**config.mk**
```make
export PLATFORM = sky130hd
export DESIGN_NAME = flash_cmd_ctrl
export DESIGN_NICKNAME = d
export VERILOG_FILES = /design/src/rtl/flash_cmd_pkg.sv /design/src/rtl/flash_cmd_ctl.sv /design/src/rtl/flash_cmd_dp.sv /design/src/rtl/flash_cmd_ctrl.sv
export SDC_FILE = /design/constraint.sdc
export NUM_CORES = 1
export LEC_CHECK = 0
export BUFFER_PORTS_ARGS = -buffer_cell sky130_fd_sc_hd__buf_2
export CORE_ASPECT_RATIO = 1.1
export CORE_MARGIN = 2
export CORE_UTILIZATION = 64
export DETAILED_ROUTE_END_ITERATION = 8
export HOLD_SLACK_MARGIN = 0.02
export PLACE_DENSITY = 0.81
export SKIP_LAST_GASP = 1
export SYNTH_ARGS = -nofsm -noshare
export SYNTH_HDL_FRONTEND = slang
export SYNTH_HIERARCHICAL = 1
export SYNTH_SLANG_ARGS = --single-unit
```
**constraint.sdc**
```tcl
create_clock -name clk -period 2.97 [get_ports clk]
set_input_delay 0.594 -clock clk [delete_from_list [all_inputs] [get_ports clk]]
set_output_delay 0.594 -clock clk [all_outputs]
set_load 0.03 [all_outputs]
```
**src/rtl/flash_cmd_pkg.sv**
```systemverilog
package flash_cmd_pkg;

  typedef enum logic [1:0] {
    RM_ARRAY,
    RM_IDENT,
    RM_STATUS,
    RM_QUERY
  } readMode_t;

  typedef enum logic [2:0] {
    CS_IDLE,
    CS_PROG_DATA,
    CS_ERASE_CONF,
    CS_LOCK_CONF,
    CS_CFG_CODE
  } cmdState_t;

  typedef enum logic [1:0] {
    OP_PROG,
    OP_ERASE,
    OP_LOCK_SET,
    OP_LOCK_CLR
  } opKind_t;

  // strobes from the control to the storage, valid in the completion cycle
  typedef struct packed {
    logic progWr;
    logic eraseBlk;
    logic lockSet;
    logic lockClr;
  } arrayStrb_t;

  localparam logic [7:0] CMD_READ_ARRAY  = 8'hFF;
  localparam logic [7:0] CMD_READ_STATUS = 8'h70;
  localparam logic [7:0] CMD_READ_IDENT  = 8'h90;
  localparam logic [7:0] CMD_READ_QUERY  = 8'h98;
  localparam logic [7:0] CMD_CLR_STATUS  = 8'h50;
  localparam logic [7:0] CMD_PROGRAM     = 8'h40;
  localparam logic [7:0] CMD_ERASE       = 8'h20;
  localparam logic [7:0] CMD_LOCK        = 8'h60;
  localparam logic [7:0] CMD_LOCK_SET    = 8'h01;
  localparam logic [7:0] CMD_CONFIRM     = 8'hD0;
  localparam logic [7:0] CMD_SUSPEND     = 8'hB0;
  localparam logic [7:0] CMD_PIN_CFG     = 8'hB8;

endpackage

```
**src/rtl/flash_cmd_ctl.sv**
```systemverilog
module flash_cmd_ctl
  import flash_cmd_pkg::*;
#(
  parameter int ADDR_W    = 5,
  parameter int PROG_CYC  = 6,
  parameter int ERASE_CYC = 20,
  parameter int LOCK_CYC  = 4,
  parameter int PULSE_LEN = 3
) (
  input  logic              clk,
  input  logic              rstN,
  input  logic              wrEn,
  input  logic [ADDR_W-1:0] wrAddr,
  input  logic [7:0]        wrData,
  input  logic              wrBlkLocked,
  output readMode_t         rdMode,
  output logic [7:0]        status,
  output arrayStrb_t        strb,
  output logic [ADDR_W-1:0] opAddr,
  output logic [7:0]        opData,
  output logic              sts,
  output logic [1:0]        stsCfg
);

  localparam int MAX_AB  = (PROG_CYC > ERASE_CYC) ? PROG_CYC : ERASE_CYC;
  localparam int MAX_CYC = (MAX_AB > LOCK_CYC) ? MAX_AB : LOCK_CYC;
  localparam int CNT_W   = $clog2(MAX_CYC + 1);
  localparam int PUL_W   = $clog2(PULSE_LEN + 1);
  localparam logic [CNT_W-1:0] PROG_LD  = CNT_W'(PROG_CYC - 1);
  localparam logic [CNT_W-1:0] ERASE_LD = CNT_W'(ERASE_CYC - 1);
  localparam logic [CNT_W-1:0] LOCK_LD  = CNT_W'(LOCK_CYC - 1);
  localparam logic [PUL_W-1:0] PULSE_LD = PUL_W'(PULSE_LEN);

  cmdState_t         state;
  opKind_t           op;
  logic              busy, susp;
  logic              errErase, errProg, errLock;
  logic [CNT_W-1:0]  cnt;
  logic [PUL_W-1:0]  pulseCnt;
  logic              active, doneNow;

  assign active  = busy & ~susp;
  assign doneNow = active & (cnt == '0);

  always_comb begin
    strb          = '0;
    strb.progWr   = doneNow && (op == OP_PROG);
    strb.eraseBlk = doneNow && (op == OP_ERASE);
    strb.lockSet  = doneNow && (op == OP_LOCK_SET);
    strb.lockClr  = doneNow && (op == OP_LOCK_CLR);
  end

  assign status = {~active, susp, errErase, errProg, errLock, 3'b000};
  assign sts    = (stsCfg == 2'b00) ? ~active : (pulseCnt == '0);

  always_ff @(posedge clk) begin
    if (!rstN) begin
      state    <= CS_IDLE;
      op       <= OP_PROG;
      rdMode   <= RM_ARRAY;
      busy     <= 1'b0;
      susp     <= 1'b0;
      errErase <= 1'b0;
      errProg  <= 1'b0;
      errLock  <= 1'b0;
      cnt      <= '0;
      pulseCnt <= '0;
      stsCfg   <= 2'b00;
      opAddr   <= '0;
      opData   <= '0;
    end else begin
      if (pulseCnt != '0) pulseCnt <= pulseCnt - 1'b1;

      if (active) begin
        if (cnt == '0) begin
          busy <= 1'b0;
          if ((op == OP_PROG && stsCfg[1]) || (op == OP_ERASE && stsCfg[0]))
            pulseCnt <= PULSE_LD;
        end else begin
          cnt <= cnt - 1'b1;
        end
      end

      if (wrEn) begin
        if (active) begin
          // only an erase suspend gets through while the engine runs
          if (wrData == CMD_SUSPEND && op == OP_ERASE && cnt != '0) begin
            susp   <= 1'b1;
            rdMode <= RM_STATUS;
          end
        end else if (state != CS_IDLE) begin
          state <= CS_IDLE;
          case (state)
            CS_PROG_DATA: begin
              if (wrBlkLocked) begin
                errProg <= 1'b1;
                errLock <= 1'b1;
              end else begin
                busy   <= 1'b1;
                op     <= OP_PROG;
                cnt    <= PROG_LD;
                opAddr <= wrAddr;
                opData <= wrData;
              end
            end
            CS_ERASE_CONF: begin
              if (wrData != CMD_CONFIRM) begin
                errErase <= 1'b1;
                errProg  <= 1'b1;
              end else if (wrBlkLocked) begin
                errErase <= 1'b1;
                errLock  <= 1'b1;
              end else begin
                busy   <= 1'b1;
                op     <= OP_ERASE;
                cnt    <= ERASE_LD;
                opAddr <= wrAddr;
              end
            end
            CS_LOCK_CONF: begin
              if (wrData == CMD_LOCK_SET || wrData == CMD_CONFIRM) begin
                busy   <= 1'b1;
                op     <= (wrData == CMD_LOCK_SET) ? OP_LOCK_SET : OP_LOCK_CLR;
                cnt    <= LOCK_LD;
                opAddr <= wrAddr;
              end else begin
                errErase <= 1'b1;
                errProg  <= 1'b1;
              end
            end
            CS_CFG_CODE: stsCfg <= wrData[1:0];
            default: ;
          endcase
        end else if (susp) begin
          case (wrData)
            CMD_READ_ARRAY:  rdMode <= RM_ARRAY;
            CMD_READ_STATUS: rdMode <= RM_STATUS;
            CMD_READ_QUERY:  rdMode <= RM_QUERY;
            CMD_CLR_STATUS: begin
              errErase <= 1'b0;
              errProg  <= 1'b0;
              errLock  <= 1'b0;
            end
            CMD_PIN_CFG: state <= CS_CFG_CODE;
            CMD_CONFIRM: begin
              susp   <= 1'b0;
              rdMode <= RM_STATUS;
            end
            default: ;
          endcase
        end else begin
          case (wrData)
            CMD_READ_ARRAY:  rdMode <= RM_ARRAY;
            CMD_READ_STATUS: rdMode <= RM_STATUS;
            CMD_READ_IDENT:  rdMode <= RM_IDENT;
            CMD_READ_QUERY:  rdMode <= RM_QUERY;
            CMD_CLR_STATUS: begin
              errErase <= 1'b0;
              errProg  <= 1'b0;
              errLock  <= 1'b0;
            end
            CMD_PROGRAM: begin
              state  <= CS_PROG_DATA;
              rdMode <= RM_STATUS;
            end
            CMD_ERASE: begin
              state  <= CS_ERASE_CONF;
              rdMode <= RM_STATUS;
            end
            CMD_LOCK: begin
              state  <= CS_LOCK_CONF;
              rdMode <= RM_STATUS;
            end
            CMD_PIN_CFG: state <= CS_CFG_CODE;
            default: ;
          endcase
        end
      end
    end
  end

endmodule

```
**src/rtl/flash_cmd_dp.sv**
```systemverilog
module flash_cmd_dp
  import flash_cmd_pkg::*;
#(
  parameter int         NUM_BLOCKS  = 4,
  parameter int         BLOCK_WORDS = 8,
  parameter logic [7:0] MFR_CODE    = 8'h89,
  parameter logic [7:0] DEV_CODE    = 8'h17,
  localparam int BLK_W  = $clog2(NUM_BLOCKS),
  localparam int OFS_W  = $clog2(BLOCK_WORDS),
  localparam int ADDR_W = BLK_W + OFS_W
) (
  input  logic              clk,
  input  logic              rstN,
  input  arrayStrb_t        strb,
  input  logic [ADDR_W-1:0] opAddr,
  input  logic [7:0]        opData,
  input  logic [BLK_W-1:0]  wrBlk,
  output logic              wrBlkLocked,
  input  readMode_t         rdMode,
  input  logic [7:0]        status,
  input  logic [ADDR_W-1:0] rdAddr,
  output logic [7:0]        rdData
);

  logic [BLK_W-1:0]                opBlk, rdBlk;
  logic [OFS_W-1:0]                opOfs, rdOfs;
  logic [NUM_BLOCKS-1:0]           lockVec;
  logic [NUM_BLOCKS-1:0][7:0]      rdWordVec;

  assign opBlk = opAddr[ADDR_W-1:OFS_W];
  assign opOfs = opAddr[OFS_W-1:0];
  assign rdBlk = rdAddr[ADDR_W-1:OFS_W];
  assign rdOfs = rdAddr[OFS_W-1:0];

  for (genvar b = 0; b < NUM_BLOCKS; b++) begin : g_blk
    logic [7:0] words [BLOCK_WORDS];
    logic       locked;
    logic       hit;

    assign hit = (opBlk == BLK_W'(b));

    always_ff @(posedge clk) begin
      if (!rstN) begin
        for (int w = 0; w < BLOCK_WORDS; w++) words[w] <= 8'hFF;
        locked <= 1'b0;
      end else begin
        if (strb.eraseBlk && hit) begin
          for (int w = 0; w < BLOCK_WORDS; w++) words[w] <= 8'hFF;
        end else if (strb.progWr && hit) begin
          words[opOfs] <= words[opOfs] & opData;
        end
        if (strb.lockSet && hit)  locked <= 1'b1;
        else if (strb.lockClr)    locked <= 1'b0;
      end
    end

    assign lockVec[b]   = locked;
    assign rdWordVec[b] = words[rdOfs];
  end

  assign wrBlkLocked = lockVec[wrBlk];

  always_comb begin
    rdData = 8'h00;
    case (rdMode)
      RM_ARRAY:  rdData = rdWordVec[rdBlk];
      RM_STATUS: rdData = status;
      RM_IDENT: begin
        if (rdOfs == OFS_W'(0))      rdData = MFR_CODE;
        else if (rdOfs == OFS_W'(1)) rdData = DEV_CODE;
        else if (rdOfs == OFS_W'(2)) rdData = {7'b0, lockVec[rdBlk]};
      end
      RM_QUERY: begin
        if (rdOfs == OFS_W'(0))      rdData = 8'h51;
        else if (rdOfs == OFS_W'(1)) rdData = 8'h52;
        else if (rdOfs == OFS_W'(2)) rdData = 8'h59;
      end
      default: rdData = 8'h00;
    endcase
  end

endmodule

```
**src/rtl/flash_cmd_ctrl.sv**
```systemverilog
module flash_cmd_ctrl
  import flash_cmd_pkg::*;
#(
  parameter int         NUM_BLOCKS  = 4,
  parameter int         BLOCK_WORDS = 8,
  parameter int         PROG_CYC    = 6,
  parameter int         ERASE_CYC   = 20,
  parameter int         LOCK_CYC    = 4,
  parameter int         PULSE_LEN   = 3,
  parameter logic [7:0] MFR_CODE    = 8'h89,
  parameter logic [7:0] DEV_CODE    = 8'h17,
  localparam int BLK_W  = $clog2(NUM_BLOCKS),
  localparam int OFS_W  = $clog2(BLOCK_WORDS),
  localparam int ADDR_W = BLK_W + OFS_W
) (
  input  logic              clk,
  input  logic              rstN,
  input  logic              wrEn,
  input  logic [ADDR_W-1:0] wrAddr,
  input  logic [7:0]        wrData,
  input  logic [ADDR_W-1:0] rdAddr,
  output logic [7:0]        rdData,
  output logic              sts
);

  readMode_t         rdMode;
  logic [7:0]        status;
  arrayStrb_t        strb;
  logic [ADDR_W-1:0] opAddr;
  logic [7:0]        opData;
  logic              wrBlkLocked;
  logic [1:0]        stsCfg;
  logic              opDone;

  assign opDone = |strb;

  flash_cmd_ctl #(
    .ADDR_W(ADDR_W), .PROG_CYC(PROG_CYC), .ERASE_CYC(ERASE_CYC),
    .LOCK_CYC(LOCK_CYC), .PULSE_LEN(PULSE_LEN)
  ) u_ctl (
    .clk(clk), .rstN(rstN), .wrEn(wrEn), .wrAddr(wrAddr), .wrData(wrData),
    .wrBlkLocked(wrBlkLocked), .rdMode(rdMode), .status(status), .strb(strb),
    .opAddr(opAddr), .opData(opData), .sts(sts), .stsCfg(stsCfg)
  );

  flash_cmd_dp #(
    .NUM_BLOCKS(NUM_BLOCKS), .BLOCK_WORDS(BLOCK_WORDS),
    .MFR_CODE(MFR_CODE), .DEV_CODE(DEV_CODE)
  ) u_dp (
    .clk(clk), .rstN(rstN), .strb(strb), .opAddr(opAddr), .opData(opData),
    .wrBlk(wrAddr[ADDR_W-1:OFS_W]), .wrBlkLocked(wrBlkLocked),
    .rdMode(rdMode), .status(status), .rdAddr(rdAddr), .rdData(rdData)
  );

endmodule

```
==> impl_metrics.env <==
export IMPL_status="finished, violations left"
export IMPL_failed_checks="negative setup slack"
export IMPL_skew_ns=0.0255
export IMPL_grt_antenna_before_repair=0
export IMPL_grt_pass1_vias=12400
export IMPL_synth_area_leader_cell="edfxtp_1"
export IMPL_multi_input_area_um2=7290
export IMPL_ys_warn_count=6
export IMPL_place_congestion=1.01
export IMPL_start_util=0.645
export IMPL_critPathLaunchType="flip-flop"
export IMPL_holdCritPathClass="in -> reg"
export IMPL_yosysTopAreaCellShare=0.475
export IMPL_path_clk_slew_ns=0.06
export IMPL_setup_ws_ns=-0.202
export IMPL_yosysUniqueCellTypes=80
export IMPL_grt_ovfl_total=0
export IMPL_ys_flop_type="edfxtp_1"
export IMPL_p_per_area_nw_per_um2=487
export IMPL_cp_max_fo=2
export IMPL_final_antenna_net_count=0
export IMPL_synth_area_leaders="edfxtp_1 (47%), mux4_2 (13%), nand2_1 (7.0%), mux2i_1 (4.9%), dfxtp_1 (4.7%)"
export IMPL_rr_startpoint="u_ctl/cnt[0]"
export IMPL_syn_avg_cell_area_um2=12.0
export IMPL_fill_cells=1563
export IMPL_row_count=61
export IMPL_finalPower_mw=9.14
export IMPL_cts_inserted_buffers=31
export IMPL_hpwl_um=34400
export IMPL_cts_sinks=294
export IMPL_hold_path_end="u_ctl/opAddr[0]"
export IMPL_insertion_delay_ns=0.57
export IMPL_r2r_end="u_dp/g_blk[2].words[7][3]"
export IMPL_yosysMostFrequentCell="nand2_1"
export IMPL_area_growth_syn_to_layout_pct=15.9
export IMPL_port_buffers=29
export IMPL_grt_util_all_layers=0.379
export IMPL_r2r_slack_ns=0.11
export IMPL_hold_depth=3
export IMPL_fin_setup_tns_ns=-0.366
export IMPL_die_x_um=156
export IMPL_period_needed_ns=3.17
export IMPL_worstPathRequired_ns=2.38
export IMPL_drt_wl_total_um=50400
export IMPL_num_io_pins=30
export IMPL_worstHoldStart="wrAddr[0]"
export IMPL_drt_pass1_iter_count=8
export IMPL_drc=0
export IMPL_core_area_um2=25100
export IMPL_maxCapViolCount=0
export IMPL_slew_violations=0
export IMPL_synth_top_cells_by_count="nand2_1 (304), edfxtp_1 (256), mux4_2 (94)"
export IMPL_path_class="reg -> out"
export IMPL_die_y_um=171
export IMPL_arrival_ns=2.58
export IMPL_cts_htree_levels=1
export IMPL_ys_ff_latch=294
export IMPL_synth_cell_area_um2=16200
export IMPL_holdBufCountCts=0
export IMPL_drt_iter0_drc=2431
export IMPL_rr_worst_depth=10
export IMPL_relSlewSlack=0.434
export IMPL_ir_worst_vdd_v=0.000466
export IMPL_fin_crit_sh=1.07
export IMPL_ff_latch_area_um2=8460
export IMPL_clockBufferDepth=3
export IMPL_fin_nets=1500
export IMPL_routedWlPerCell_um=27.7
export IMPL_setup_violations=4
export IMPL_dieArea_um2=26600
export IMPL_max_freq_ghz=0.315
export IMPL_tightest_slew_ns=0.845
export IMPL_hold_ws_ns=0.257
export IMPL_async_reset_ff_frac=0
export IMPL_rsz0062_at_grt="true"
export IMPL_cts_root_buf="clkbuf_16"
export IMPL_grt_max_degree=51
export IMPL_hold_viol=0
export IMPL_synth_cells=1354
export IMPL_vias=13000
export IMPL_drive_gt1_frac=0.272
export IMPL_tritoncts="built"
export IMPL_leakage_nw=5.45
export IMPL_synth_edf_count=256
export IMPL_grt_pass1_wl_um=74500
export IMPL_avgViaCountPerCell=7.14
export IMPL_end_kind="output pin"
export IMPL_yosysSeqAreaShare=0.521
## worst max-delay path by stage
stage | from | end | cells after the start
floorplan | rdAddr[1] | rdData[0] | 7
global placement | rdAddr[0] | rdData[4] | 8
detailed placement | rdAddr[0] | rdData[4] | 9
CTS | u_dp/g_blk[2].words[7][5] | rdData[5] | 5
global route | u_dp/g_blk[2].words[7][5] | rdData[5] | 5
finish | u_dp/g_blk[2].words[7][5] | rdData[5] | 5
## per-stage QoR
stage	instances	cell area (um^2)	util	setup slack, ns
floorplan	1356	16200	-	0.0934
global placement	1755	17500	0.695	-0.285
detailed placement	1755	17500	0.695	-0.341
CTS	1816	18700	0.743	-0.191
global route	1817	18800	0.748	-0.227
finish	1818	18800	0.748	-0.202
## cells by family after synthesis
logic type	synth area share
adder cells (fa/ha/maj)	0.000772
other	0.000231
XOR/XNOR	0.00216
AO/OA/AOI/OAI	0.0866
flip-flops	0.521
AND/OR/NAND/NOR	0.153
buffers and inverters	0.0364
multiplexers	0.199
## what timing repair did
item / CTS / global route
pin swaps: 0 / 4
setup endpoints to repair: 15 / 298
resized for setup: 16 / 30
buffers inserted: 3 / 2
gates cloned: 1 / 0
## report_power, final
part	internal (mW)	switching [mW]
sequential	4.47	0.00443
clock	2.52	1.64
combinational	0.192	0.320
total	7.17	1.97
## sequential cells by signal (all words and copies together), names as in the netlist, 2 cells and up
register           count
u_ctl/cnt              5
u_ctl/op               2
u_ctl/opAddr           5
u_ctl/opData           8
u_ctl/pulseCnt         2
u_ctl/rdMode           2
u_ctl/state            3
u_ctl/stsCfg           2
u_dp/g_blk.locked      4
u_dp/g_blk.words     256
## cell type report
cell class | count | area share
clock buffers | 34 | 0.0419
multi-input cells | 947 | 0.388
repair buffers | 180 | 0.0775
well taps | 315 | 0.0210
clock inverters | 23 | 0.0162
flip-flops and latches | 294 | 0.450
inverters | 24 | 0.00480
diodes | 1 | 0.000133
## placed cells by master, fill, tap and decap left out, types with 4 or more instances in the layout
cell type / instances
and3b_1: 8
nand2_1: 302
clkinv_1: 7
buf_12: 8
o22ai_1: 9
nor2b_1: 18
or3b_2: 10
a21oi_1: 32
and3_1: 9
inv_1: 22
nor3_1: 8
o21ai_0: 74
nand3_1: 23
nor2_2: 7
nand3b_1: 9
dfxtp_1: 35
a21bo_2: 5
mux2i_1: 79
mux2_2: 18
buf_2: 24
o2bb2ai_1: 5
nor2_1: 71
or3_1: 5
clkbuf_16: 31
nor3b_1: 7
edfxtp_1: 256
o31ai_1: 5
clkinvlp_4: 4
a21o_1: 4
bufinv_16: 7
or4_1: 4
mux4_2: 96
and2_1: 10
a22oi_1: 4
buf_4: 141
a32o_1: 4
o211ai_1: 6
nand2b_1: 23
## critical path, cell delays in order, from the launching register on
cell	delay, ns
edfxtp_1	0.45
mux4_2	0.50
mux4_2	0.46
nor2b_1	0.15
a221o_1	0.31
buf_6	0.16
## routing by layer
layer  GRT usage  wire length [um]  share of wire
met5           0                 0              0
met1       0.489             16900           0.34
met3      0.0788              6770           0.13
met4       0.214              3330          0.066
met2       0.605             23400           0.46
No activity file was read; power rests on OpenSTA's default activity.
